File: src/rtl/ack_wait_pkg.sv
// Shared codes and result encoding for the acknowledge wait controller.
// Assumes replies are single bytes on the same medium as the packet.
package ack_wait_pkg;
    localparam logic [7:0] CODE_ACK = 8'd6;
    localparam logic [7:0] CODE_NAK = 8'd21;

    typedef enum logic [1:0] {
        RES_ACK     = 2'd0,
        RES_NAK     = 2'd1,
        RES_PROTO   = 2'd2,
        RES_TIMEOUT = 2'd3
    } ack_res_e;
endpackage

File: src/rtl/ack_phase_gen.sv
// Pulse/listen phase generator. Counts busy cycles modulo PULSE+LISTEN and
// reports the pulse phase. Assumes clear_i is given on the cycle a wait is
// accepted, so the first busy cycle is a pulse cycle.
module ack_phase_gen #(
    parameter int PULSE_TICKS  = 4,
    parameter int LISTEN_TICKS = 12
) (
    input  logic clk,
    input  logic rst_n,
    input  logic clear_i,
    input  logic run_i,
    output logic pulse_o
);
    localparam int PERIOD = PULSE_TICKS + LISTEN_TICKS;
    localparam int CW     = (PERIOD > 1) ? $clog2(PERIOD) : 1;
    localparam logic [CW-1:0] LAST_PH  = CW'(PERIOD - 1);
    localparam logic [CW-1:0] PULSE_CW = CW'(PULSE_TICKS);

    logic [CW-1:0] ph_q;

    // Phase counter: restart on clear, wrap at the end of each period.
    always_ff @(posedge clk) begin
        if (!rst_n)          ph_q <= '0;
        else if (clear_i)    ph_q <= '0;
        else if (run_i)      ph_q <= (ph_q == LAST_PH) ? '0 : ph_q + 1'b1;
    end

    // Pulse phase is the first PULSE_TICKS counts of each period.
    assign pulse_o = (ph_q < PULSE_CW);
endmodule

File: src/rtl/ack_wait_limit.sv
// Wait-limit counter. Counts busy cycles since the wait began and flags the
// last permitted cycle. Assumes the owner stops the wait when expire_o is seen.
module ack_wait_limit #(
    parameter int WAIT_LIMIT = 100
) (
    input  logic clk,
    input  logic rst_n,
    input  logic clear_i,
    input  logic run_i,
    output logic expire_o
);
    localparam int WW = (WAIT_LIMIT > 1) ? $clog2(WAIT_LIMIT) : 1;
    localparam logic [WW-1:0] LAST_CYC = WW'(WAIT_LIMIT - 1);

    logic [WW-1:0] cnt_q;

    // Elapsed-cycle counter: restart on clear, hold at the last count.
    always_ff @(posedge clk) begin
        if (!rst_n)                         cnt_q <= '0;
        else if (clear_i)                   cnt_q <= '0;
        else if (run_i && cnt_q != LAST_CYC) cnt_q <= cnt_q + 1'b1;
    end

    // Last permitted busy cycle reached.
    assign expire_o = (cnt_q == LAST_CYC);
endmodule

File: src/rtl/ack_reply_gen.sv
// Responder helper. On a request strobe it produces the acknowledge byte
// (CRC good) or the negative acknowledge byte (CRC bad) for one cycle.
// Assumes crc_ok_i is valid in the request cycle.
module ack_reply_gen
    import ack_wait_pkg::*;
(
    input  logic       clk,
    input  logic       rst_n,
    input  logic       req_i,
    input  logic       crc_ok_i,
    output logic [7:0] byte_o,
    output logic       valid_o
);
    // Register the reply code and its one-cycle valid strobe.
    always_ff @(posedge clk) begin
        if (!rst_n) begin
            byte_o  <= '0;
            valid_o <= 1'b0;
        end else begin
            valid_o <= req_i;
            if (req_i) byte_o <= crc_ok_i ? CODE_ACK : CODE_NAK;
        end
    end
endmodule

File: src/rtl/ack_wait_ctrl.sv
// Acknowledge wait jitter controller (top). After start_i it drives
// quarter-bit high pulses separated by listen windows. It accepts a clean
// reply byte only in a listen window, and reports acknowledge, negative
// acknowledge, protocol error or timeout. Assumes the receiver presents each
// byte for one cycle with rx_valid_i.
module ack_wait_ctrl
    import ack_wait_pkg::*;
#(
    parameter int BIT_TICKS    = 16,
    parameter int LISTEN_TICKS = 12,
    parameter int WAIT_LIMIT   = 100
) (
    input  logic       clk,
    input  logic       rst_n,
    input  logic       start_i,
    input  logic [7:0] rx_byte_i,
    input  logic       rx_valid_i,
    input  logic       rx_err_i,
    output logic       line_o,
    output logic       line_oe_o,
    output logic       busy_o,
    output logic       done_o,
    output logic [1:0] result_o,
    input  logic       crc_ok_i,
    input  logic       reply_req_i,
    output logic [7:0] reply_byte_o,
    output logic       reply_valid_o
);
    localparam int PULSE_TICKS = (BIT_TICKS / 4 > 0) ? BIT_TICKS / 4 : 1;

    logic     busy_q, done_q;
    ack_res_e res_q, res_d;
    logic     accept, pulse, expire, listen, hit, finish;

    ack_phase_gen #(.PULSE_TICKS(PULSE_TICKS), .LISTEN_TICKS(LISTEN_TICKS)) u_phase (
        .clk(clk), .rst_n(rst_n), .clear_i(accept), .run_i(busy_q), .pulse_o(pulse)
    );

    ack_wait_limit #(.WAIT_LIMIT(WAIT_LIMIT)) u_limit (
        .clk(clk), .rst_n(rst_n), .clear_i(accept), .run_i(busy_q), .expire_o(expire)
    );

    ack_reply_gen u_reply (
        .clk(clk), .rst_n(rst_n), .req_i(reply_req_i), .crc_ok_i(crc_ok_i),
        .byte_o(reply_byte_o), .valid_o(reply_valid_o)
    );

    // Wait control decode: accept only when idle, take a reply only while listening.
    always_comb begin
        accept = start_i && !busy_q;
        listen = busy_q && !pulse;
        hit    = listen && rx_valid_i && !rx_err_i;
        finish = busy_q && (hit || expire);
        if (!hit)                        res_d = RES_TIMEOUT;
        else if (rx_byte_i == CODE_ACK)  res_d = RES_ACK;
        else if (rx_byte_i == CODE_NAK)  res_d = RES_NAK;
        else                             res_d = RES_PROTO;
    end

    // Busy flag, done strobe and held result.
    always_ff @(posedge clk) begin
        if (!rst_n) begin
            busy_q <= 1'b0;
            done_q <= 1'b0;
            res_q  <= RES_ACK;
        end else begin
            done_q <= finish;
            if (accept)      busy_q <= 1'b1;
            else if (finish) busy_q <= 1'b0;
            if (finish)      res_q <= res_d;
        end
    end

    assign line_oe_o = busy_q && pulse;
    assign line_o    = line_oe_o;
    assign busy_o    = busy_q;
    assign done_o    = done_q;
    assign result_o  = res_q;
endmodule

File: config.mk
export PLATFORM = sky130hd
export DESIGN_NAME = ack_wait_ctrl
export DESIGN_NICKNAME = d
export VERILOG_FILES = /design/src/rtl/ack_wait_pkg.sv /design/src/rtl/ack_phase_gen.sv /design/src/rtl/ack_wait_limit.sv /design/src/rtl/ack_reply_gen.sv /design/src/rtl/ack_wait_ctrl.sv
export SDC_FILE = /design/constraint.sdc
export NUM_CORES = 1
export LEC_CHECK = 0
export ABC_AREA = 1
export BUFFER_PORTS_ARGS = -buffer_cell sky130_fd_sc_hd__clkbuf_2
export CORE_UTILIZATION = 36
export CTS_BUF_LIST = sky130_fd_sc_hd__clkbuf_8
export DETAILED_ROUTE_END_ITERATION = 8
export SETUP_SLACK_MARGIN = 0.3
export SLEW_MARGIN = 20
export SYNTH_ARGS = -nofsm -noshare
export SYNTH_HDL_FRONTEND = slang
export SYNTH_SLANG_ARGS = --single-unit
File: constraint.sdc
create_clock -name clk -period 1.6 [get_ports clk]
set_input_delay 0.24 -clock clk [delete_from_list [all_inputs] [get_ports clk]]
set_output_delay 0.24 -clock clk [all_outputs]
set_load 0.05 [all_outputs]
After elaboration in Yosys (flattened, before gate mapping)
Index checks and enable logic that the tools add are counted.
{"block": "classes", "n_eq_ne": 5, "add_sub_neg": 2, "reduce_logical": 13, "mul": 0, "n_lt_le_gt_ge": 1, "div_mod_pow": 0, "bitwise_logic": 1, "shift": 0, "muxes": 7}
{"cell": "== test 8 x 3 -> 1 bit (second input constant)", "n": 1}
{"cell": "== test 8 x 5 -> 1 bit (second input constant)", "n": 1}
{"cell": "adder 7 x 1 -> 7 bit (second input constant)", "n": 1}
{"cell": "== test 7 bit (second input constant)", "n": 1}
{"cell": "logical AND 1 bit", "n": 7}
{"cell": "inequality test 7 bit (second input constant)", "n": 1}
{"cell": "two-way mux 2 bit", "n": 3}
{"cell": "two-way mux 5 bit", "n": 1}
{"cell": "adder 4 x 1 -> 4 bit (second input constant)", "n": 1}
{"cell": "== test 4 bit (second input constant)", "n": 1}
{"cell": "less-than comparator 4 x 3 -> 1 bit (second input constant)", "n": 1}
{"cell": "two-way mux 4 bit", "n": 1}
{"cell": "logical NOT 1 bit", "n": 3}
{"cell": "two-way mux 1 bit", "n": 2}
{"cell": "nonzero test 2 bit", "n": 1}
{"cell": "OR reduction 2 bit", "n": 1}
{"cell": "logical OR 1 bit", "n": 1}
{"cell": "inverter 1 bit", "n": 1}
{"block": "word_totals", "latch_bits": 0, "word_cells": 36, "memories": 0, "ramBits": 0, "inputBits": 15, "regBits": 24, "output_inout_bits": 15, "romBits": 0}

Depth between registers and ports, before layout
{"block": "logic_depth", "ltp_word": 9, "ltp_mapped": 8, "mapped_depth_nobuf": 8}

Hierarchy
A second synthesis with hierarchy kept.
{"block": "unflattened", "cells_unflattened": 156, "hier_area_um2": 1068.5}
{"module": "ack_wait_limit", "cells_each": 63, "area_per_inst_um2": 449.2, "n_inst": 1, "seq_area_each_um2": 140.1}
{"module": "ack_wait_ctrl", "cells_each": 40, "area_per_inst_um2": 230.2, "n_inst": 1, "seq_area_each_um2": 80.1}
{"module": "ack_phase_gen", "cells_each": 30, "area_per_inst_um2": 211.5, "n_inst": 1, "seq_area_each_um2": 80.1}
{"module": "ack_reply_gen", "cells_each": 23, "area_per_inst_um2": 177.7, "n_inst": 1, "seq_area_each_um2": 80.1}

Least setup slack after synthesis
No wires, ideal clock.
{"block": "synth_timing", "kind": "register to output", "from": "reg busy_q (netlist: busy_o)", "to": "out line_oe_o", "stages_incl_launch_ff": 4, "required_time_ns": 1.360, "path_buffers": 1, "t_arrival_ns": 1.869, "setup_slack_ns": -0.509, "path_cell_list": "dfxtp_1 -> inv_2 -> nor2_1 -> buf_4"}
{"block": "synth_via", "elab_chain_len": 1}
{"item": "start, declared", "line": "ack_wait_ctrl.sv:31", "text": "logic busy_q, done_q;"}
{"item": "start signal, assigned", "line": "ack_wait_ctrl.sv:63", "text": "busy_q <= 1'b0;"}
{"item": "start signal, assigned", "line": "ack_wait_ctrl.sv:68", "text": "if (accept) busy_q <= 1'b1;"}
{"item": "start signal, assigned", "line": "ack_wait_ctrl.sv:69", "text": "else if (finish) busy_q <= 1'b0;"}
{"item": "logical AND 1 bit", "line": "ack_wait_ctrl.sv:74", "text": "assign line_oe_o = busy_q && pulse;"}
{"item": "end, declared", "line": "ack_wait_ctrl.sv:20", "text": "output logic line_oe_o,"}
Every way passes these cells.

Worst setup path after layout
{"block": "layout_timing", "from": "reg u_phase.ph_q[3]", "to": "out line_o"}
{"block": "layout_via", "elab_chain_len": 2}
{"item": "start, declared", "line": "ack_phase_gen.sv:19", "text": "logic [CW-1:0] ph_q;"}
{"item": "start signal, assigned", "line": "ack_phase_gen.sv:25", "text": "else if (run_i) ph_q <= (ph_q == LAST_PH) ? '0 : ph_q + 1'b1;"}
{"item": "less-than comparator 4 x 3 -> 1 bit", "line": "ack_phase_gen.sv:29", "text": "assign pulse_o = (ph_q < PULSE_CW);"}
{"item": "logical AND 1 bit", "line": "ack_wait_ctrl.sv:74"}
{"item": "end, declared", "line": "ack_wait_ctrl.sv:19", "text": "output logic line_o,"}
Every way passes these cells.

==> flow_summary_export.csv <==
group,metric,value,unit
outcome,status,"finished clean",
critical_path,end_kind,"output port",
synthesis,syn_area_per_cell,7.137,µm²
routing,drt_iter0_markers,8,
critical_path,critPathSlowestCell,"dfxtp_2",
global_routing,grt_antenna_before_repair,0,
routing,remaining_drc_errors,0,
timing,hold_viol,0,
timing,setup_tns,0,ns
place,gp_congestion,0.8758,
timing,fin_crit_sh,77.98,%
critical_path,crit_path_start_kind,"flip-flop",
clocking,cts.sinks,19,
clocking,htreeDepth,1,
routing,vias,909,
clocking,holdBufCountCts,0,
synthesis,ys_ff_latch,19,
synthesis,synth_warnings,0,
floorplan,io_pins,30,
timing,setup_viol,0,
synthesis,synth_most_common_cell,"nand2_1",
clocking,clk_pin_slew_worst_paths,0.07,ns
floorplan,die-area,0.003032,mm²
floorplan,start_util,39.47,%
clocking,cts_made_buffers,3,
critical_path,reg2reg_slack,0.42,ns
power_and_ir_drop,peakVddDrop,0.5433,mV
clocking,clk_path_buf_depth,2,
routing,wire_per_inst,9.652,µm
critical_path,required,1.36,ns
critical_path,crit_path_max_incr_delay,0.34,ns
critical_path,cp_top_family,"flip-flops",
timing,rsz0062_at_grt,"no",
flow_run,maxCapViolCount,0,
timing,worst_hold_slack,0.2181,ns
floorplan,die_width,55.06,µm
floorplan,num_rows,18,
floorplan,core_area,0.002567,mm²
synthesis,yosysTopAreaCell,"dfxtp_1",
synthesis,synth.area.top_cells,"dfxtp_1 38%, nand2_1 13%, nand3_1 5.4%",
finish,syn_to_final_growth,23.33,%
global_routing,grt.total_usage,14.64,%
synthesis,synth-edff-count,0,
place,dpl_worst_slack,0.3182,ns
synthesis,ys_types,27,
synthesis,syn_area,0.001013,mm²
floorplan,fp.dieH,55.06,µm
synthesis,synth_top_area_share,37.53,%
finish,antenna_cells,0,
routing,drt_first_pass_iters,4,
clocking,tritoncts,"done",
timing,fin_crit,1.248,ns
clocking,cts_root_buf,"clkbuf_8",
critical_path,crit_type,"reg2out",
finish,final_nets,186,
power_and_ir_drop,p_leak,0.5610,nW
place,io_buffers,25,
critical_path,cp.arrival,1.01,ns
critical_path,crit_buf_inv,2,
synthesis,async_flop_share,0,%
synthesis,yosysSeqAreaShare,37.53,%
timing,max_freq,0.8015,GHz
critical_path,cp_cell_sequence,"inv_2 -> nand2_4 -> nor2_4 -> buf_8",
timing,skew,0.004063,ns
global_routing,grt_overflow_total,0,
clocking,clock_latency,0.25,ns
synthesis,synth_common_cells,"34 x nand2_1, 19 x dfxtp_1, 13 x inv_1, 12 x nor2_1, 11 x nand3_1",
finish,drive_gt1_share,33.33,%
timing,drv_slew,0,
synthesis,syn_inst,142,
critical_path,crit_fanout,3,
timing,fin_ws,0.3523,ns
routing,drt_wl_total,1.911,mm
synthesis,synth-main-ff-cell,"dfxtp_1",
global_routing,grt_max_degree,11,
global_routing,grt_pass1_wl,3.222,mm
finish,fill_cells,274,
routing,viasPerCell,4.591,
hold_path,hp-class,"in2reg",
power_and_ir_drop,p_per_area,801.4,mW/mm²
routing,ant_nets,0,
global_routing,grt_pass1_vias,808,
place,hpwl,1.492,mm
[layout make-up]
class                      count  area (µm²)  area share, %
multi-input combinational     99       541.8          43.34
tap                           30       37.54          3.003
sequential                    19       387.9          31.03
clock inverter                 1       3.754         0.3003
inverter                      18       70.07          5.606
clock buffer                   3       41.29          3.303
timing repair buffer          28       167.7          13.41
[final timing paths]
| path | start | endpoint | cells past startpoint |
|---|---|---|---|
| max | u_phase.ph_q[3] | line_o | 4 |
| min reg2reg | u_reply.byte_o[2] | u_reply.byte_o[2] | 2 |
| min | reply_req_i | u_reply.valid_o | 3 |
| max reg2reg | u_limit.cnt_q[1] | u_limit.cnt_q[3] | 7 |
[cells in the final DEF, fill, tap and decap left out, drive strengths merged]
master / count
nand2: 37
clkbuf: 26
dfxtp: 19
nor2: 18
inv: 17
nand3: 12
a21oi: 12
buf: 5
conb: 4
nand4: 3
o21ai: 3
nor3: 2
clkinv: 2
xor2: 2
ha: 2
nand3b: 1
o21bai: 1
xnor2: 1
and2: 1
[registers in the layout, indices dropped and copies added (netlist names)]
register,flops
u_limit.cnt_q,7
u_phase.ph_q,4
u_reply.byte_o,3
result_o,2
busy_o,1
done_o,1
u_reply.valid_o,1
[where the power goes]
group	internal [W]	switching, W	total [W]
Combinational	0.0000559	0.000130	0.000185
Sequential	0.000486	0.0000117	0.000498
Clock	0.000170	0.000148	0.000318
[cells by family after synthesis]
family | count (synthesis) | synth area share (%)
other | 1 | 0.3700
flip-flops | 19 | 37.53
AND/OR/NAND/NOR | 74 | 34.94
AO/OA/AOI/OAI | 16 | 9.259
XOR/XNOR | 3 | 2.593
adder cells (fa/ha/maj) | 2 | 2.469
buffers and inverters | 27 | 12.84
[worst reg2reg max path, delay by kind of cell (launching register included)]
kind / cells / cell delay (ns)
AO/OA/AOI/OAI: 1 / 0.14
adder cells (fa/ha/maj): 1 / 0.19
buffers and inverters: 1 / 0.07
flip-flops: 1 / 0.40
AND/OR/NAND/NOR: 4 / 0.32
[metal layers]
metal	vias to the layer above	track usage (%)	wire length, µm
li1	489	-	-
met1	389	18.71	889
met2	29	24.50	915
met3	2	2.732	97
met4	0	5.000	9
met5	-	0	0
[per-stage QoR]
step                      cell area [µm²]  util [%]  total power (W)  instances
after detailed placement             1136     44.25        0.0006752        191
after floorplan                      1040         -        0.0006470        145
after CTS                            1226     47.76         0.001004        198
final                                1250     48.68         0.001002        198
after global routing                 1250     48.68         0.001043        198
after global placement               1136     44.25        0.0006731        191
[timing repair]
item / CTS / global route
pin swaps: 0 / 1
setup endpoints to repair: 2 / 10
gates resized for setup: 8 / 8
setup buffers: 3 / 0
Power figures use the tool's default switching activity.
